<file path="src/rtl/alu_hex_pkg.sv">
package alu_hex_pkg;

    typedef enum logic [1:0] {
        OP_ADD  = 2'b00,
        OP_AND  = 2'b01,
        OP_OR   = 2'b10,
        OP_ZERO = 2'b11
    } alu_op_e;

    localparam int SEG_W    = 8;
    localparam int NIBBLE_W = 4;

    // Active-high glyph, bit 0 = segment a ... bit 6 = segment g.
    function automatic logic [6:0] glyph_on(input logic [3:0] nib);
        logic [6:0] g;
        unique case (nib)
            4'h0: g = 7'h3F;
            4'h1: g = 7'h06;
            4'h2: g = 7'h5B;
            4'h3: g = 7'h4F;
            4'h4: g = 7'h66;
            4'h5: g = 7'h6D;
            4'h6: g = 7'h7D;
            4'h7: g = 7'h07;
            4'h8: g = 7'h7F;
            4'h9: g = 7'h6F;
            4'hA: g = 7'h77;
            4'hB: g = 7'h7C;
            4'hC: g = 7'h39;
            4'hD: g = 7'h5E;
            4'hE: g = 7'h79;
            4'hF: g = 7'h71;
            default: g = 7'h00;
        endcase
        return g;
    endfunction

endpackage

</file>
<file path="src/rtl/alu_fa_cell.sv">
module alu_fa_cell (
    input  logic a,
    input  logic b,
    input  logic ci,
    output logic s,
    output logic co
);
    logic half;

    assign half = a ^ b;
    assign s    = half ^ ci;
    assign co   = (a & b) | (half & ci);
endmodule

</file>
<file path="src/rtl/alu_ripple_adder.sv">
module alu_ripple_adder #(
    parameter int W = 4
) (
    input  logic [W-1:0] a,
    input  logic [W-1:0] b,
    input  logic         cin,
    output logic [W-1:0] sum,
    output logic         cout
);
    logic [W:0] carry;

    assign carry[0] = cin;

    for (genvar i = 0; i < W; i++) begin : g_stage
        alu_fa_cell u_fa (
            .a  (a[i]),
            .b  (b[i]),
            .ci (carry[i]),
            .s  (sum[i]),
            .co (carry[i+1])
        );
    end

    assign cout = carry[W];
endmodule

</file>
<file path="src/rtl/alu_hex_digit.sv">
module alu_hex_digit
    import alu_hex_pkg::*;
(
    input  logic [NIBBLE_W-1:0] nib,
    output logic [SEG_W-1:0]    segs_n
);
    logic [6:0] lit;

    always_comb begin
        lit    = glyph_on(nib);
        segs_n = {1'b1, ~lit};   // decimal point dark, segments active-low
    end
endmodule

</file>
<file path="src/rtl/alu_hex_top.sv">
module alu_hex_top
    import alu_hex_pkg::*;
#(
    parameter  int DATA_W = 4,
    localparam int RES_W  = DATA_W + 1,
    localparam int DIGITS = (RES_W + NIBBLE_W - 1) / NIBBLE_W
) (
    input  logic [DATA_W-1:0]      opnd_a,
    input  logic [DATA_W-1:0]      opnd_b,
    input  logic [1:0]             op_sel,
    output logic [RES_W-1:0]       result,
    output logic [DIGITS*SEG_W-1:0] digit_segs
);
    localparam int PAD_W = DIGITS * NIBBLE_W;

    logic [DATA_W-1:0] add_sum;
    logic              add_carry;
    logic [PAD_W-1:0]  res_pad;
    alu_op_e           op;

    alu_ripple_adder #(.W(DATA_W)) u_add (
        .a    (opnd_a),
        .b    (opnd_b),
        .cin  (1'b0),
        .sum  (add_sum),
        .cout (add_carry)
    );

    assign op = alu_op_e'(op_sel);

    always_comb begin
        result = '0;
        unique case (op)
            OP_ADD:  result = {add_carry, add_sum};
            OP_AND:  result = {1'b0, opnd_a & opnd_b};
            OP_OR:   result = {1'b0, opnd_a | opnd_b};
            OP_ZERO: result = '0;
            default: result = '0;
        endcase
    end

    assign res_pad = PAD_W'(result);

    for (genvar d = 0; d < DIGITS; d++) begin : g_digit
        alu_hex_digit u_dig (
            .nib    (res_pad[d*NIBBLE_W +: NIBBLE_W]),
            .segs_n (digit_segs[d*SEG_W +: SEG_W])
        );
    end
endmodule

</file>
<file path="config.mk">
export PLATFORM = sky130hd
export DESIGN_NAME = alu_hex_top
export DESIGN_NICKNAME = d
export VERILOG_FILES = /design/src/rtl/alu_hex_pkg.sv /design/src/rtl/alu_fa_cell.sv /design/src/rtl/alu_ripple_adder.sv /design/src/rtl/alu_hex_digit.sv /design/src/rtl/alu_hex_top.sv
export SDC_FILE = /design/constraint.sdc
export NUM_CORES = 1
export LEC_CHECK = 0
export BUFFER_PORTS_ARGS = -buffer_cell sky130_fd_sc_hd__buf_2
export CAP_MARGIN = 20
export CELL_PAD_IN_SITES_DETAIL_PLACEMENT = 0
export CELL_PAD_IN_SITES_GLOBAL_PLACEMENT = 1
export CORE_MARGIN = 2
export CORE_UTILIZATION = 33
export DETAILED_ROUTE_END_ITERATION = 7
export GPL_ROUTABILITY_DRIVEN = 0
export PLACE_DENSITY_LB_ADDON = 0.05
export SLEW_MARGIN = 40
export SYNTH_ARGS = -nofsm -noshare
export SYNTH_HDL_FRONTEND = slang
export SYNTH_SLANG_ARGS = --single-unit
</file>
<file path="constraint.sdc">
create_clock -name vclk -period 6.1
set_clock_uncertainty 0.2 [all_clocks]
set_input_delay 1.83 -clock vclk [all_inputs]
set_output_delay 1.83 -clock vclk [all_outputs]
set_load 0.1 [all_outputs]
</file>
==> key figures <==
Setup path
  • Setup crit start kind: input pin
  • Crit Path Max Fanout: 4
  • CP required: ~4000 ps
  • Max incr delay on CP: around 380 ps
  • Cell mode on critical path: buf_6
  • Crit path DAT: ~4300 ps
  • Crit path capture type: output pin
  • Crit-path slowest cell: or3_4
  • Critical-path cell list: buf_6 > ha_4 > fa_2 > fa_2 > inv_2 > fa_1 > mux2i_1 > a22o_2 > buf_6 > buf_6 > or3_4 > a22oi_2 > buf_12
  • Worst Setup Path Type: in2out

Timing
  • Endpoints failing setup: 8
  • RSZ-0062 raised after global routing: yes
  • Final hold violations: 0
  • Fmax: roughly 160 MHz
  • Period utilization: 104%
  • Max Slew Vio Count: 0
  • Post-route minimum period: around 6300 ps
  • Final setup margin: -246 ps

CTS
  • Cts hold-fix bufs: 0

Layout
  • Fin cells: around 160
  • Most frequent cells in the layout: 24 x buf_4, 15 x buf_2, 11 x inv_1, 11 x ha_1, 9 x buf_12
  • Commonest non-fill, non-tap cell in the layout: buf_4
  • Area Overhead vs Synth: 90.9%
  • Num sequential: 0
  • Layout cell share with drive strength beyond 1: between 60 and 70%
  • Total area of sequential cells: 0 sq um
  • Final core occ: 66.6%
  • Inserted Diodes: 0
  • Fin nets: 162
  • CLK BUF: 0
  • Final std cell area, no fill: 1290 sq um

Die
  • # rows: 16
  • Die W: between 40 and 50 um
  • Starting density of the core: around a third
  • Core area: approximately 2000 sq um
  • Total die area: ~2400 sq um
  • IO Count: 31
  • Die Y: between 40 and 50 um

Placed design
  • DP Area: around 1100 sq um
  • Port bufs: 26
  • Placed cell count: 156
  • Dpl hpwl: ~1.5 mm
  • Setup WS pre-CTS: -450 ps

Run status
  • Failing checks: setup timing
  • Status: complete, but fails checks

Route
  • Avg WL per Cell: approximately 11 um
  • DRC errors left: 0
  • Final WL: approximately 1.8 mm
  • Antenna viol nets, final: 0
  • Mean number of vias per cell: 4.66
  • Iter 0 DRT Violations: 2
  • Vias: 755
  • Drt pass-1 iters: 3

GRT
  • Largest net degree at the start of global routing: 10
  • Antenna violations before repair: 0
  • First-pass GRT wire length: 2.93 mm
  • Congestion Overflow GR: 0
  • Vias in the first global route: ~720
  • Gr usage total: between 10% and 20%

Power
  • Peak VDD IR: 244 uV
  • Leakage: approximately 0.00065 uW
  • Total power: roughly 270 uW
  • Power per cell area: between 200 and 250 nW/um^2

Yosys
  • Netlist Area Pre-Place: slightly below 700 sq um
  • Sequential area share after synthesis: 0%
  • Cell taking the most area after synthesis: ha_1
  • Synth cell types: 35
  • Post-Syn Area per Cell: 7.52 sq um
  • Top cell type's share of synthesized area: ~22%
  • Post-synthesis cell count: 90
  • Synth area leaders: ha_1 22%, buf_4 11%, fa_1 8.9%
  • Warnings from Yosys: 0

Job
  • Max cap viols: 0

Worst hold path
  • Hold WC Path Type: in2out
critical path, delay by kind of cell:
kind | cells | cell delay [ps]
simple gates | 1 | 380
buf+inv | 5 | 620
fa+ha+maj | 4 | 970
compound gates | 2 | 470
mux | 1 | 60
where the power goes:
| part | internal, uW | switching (uW) |
|---|---|---|
| clock network | 0 | 0 |
| registers | 0 | 0 |
| logic | 96.4 | 170 |
routing by layer:
layer	wire, um	track usage, %	vias up
li1	-	-	378
met1	740	17.2	358
met2	960	29.3	19
met3	60	0.920	0
met4	0	0.952	0
met5	0	0	-
area by class of cell:
class              count  area (sq um)
multi-input cells     66           699
fillers              183           649
repair buffers        54           503
inverters             15          56.3
well taps             27          33.8
synth_stat cells:
master      n
a211oi_4    1
clkbuf_1    1
buf_2       1
a21boi_1    1
nand4_1     1
conb_1      2
nor2b_1     3
fa_1        3
inv_2       2
o211ai_4    1
a21oi_2     1
o21ai_1     1
mux2i_1     2
o21a_1      2
nor3_1      1
inv_1      13
a22o_1      1
o32ai_1     2
or3b_4      1
nand3_1     1
a2bb2oi_1   1
nand2_1     5
a21oi_1     4
or2_1       1
o22ai_1     2
xnor2_1     1
a22oi_2     1
nand3b_1    1
o31ai_1     1
nor2_1      5
buf_4      10
or3_1       1
o21ai_0     3
nand2b_1    1
ha_1       12
final timing paths:
path	from	endpoint	slack [ps]	depth (start not counted)
min	op_sel[0]	digit_segs[4]	4190	4
max	opnd_b[0]	digit_segs[3]	-250	13
metrics by stage:
stage	hold slack (ps)	TNS [ps]
2_1_floorplan	3800	-3510
3_3_place_gp	4190	-2450
3_5_place_dp	4200	-2710
4_1_cts	4200	-1170
5_1_grt	4220	-1900
6_report	4190	-1080
what timing repair did:
action,4_1_cts,5_1_grt
pin swaps,12,3
buffers inserted,5,1
endpoints found under the setup margin,7,8
gates resized for setup,27,3
endpoints found under the hold margin,0,0
cells by family after synthesis:
| family | after synthesis | share of synthesized area [%] |
|---|---|---|
| buffers and inverters | 27 | 20.7 |
| AOI/OAI and AO/OA | 22 | 26.6 |
| and+or+nand+nor | 21 | 16.3 |
| adders and majority gates | 15 | 31.1 |
| muxes | 2 | 2.96 |
| other | 2 | 1.11 |
| xor gates and xnor gates | 1 | 1.29 |
Power figures use the tool's default switching activity.
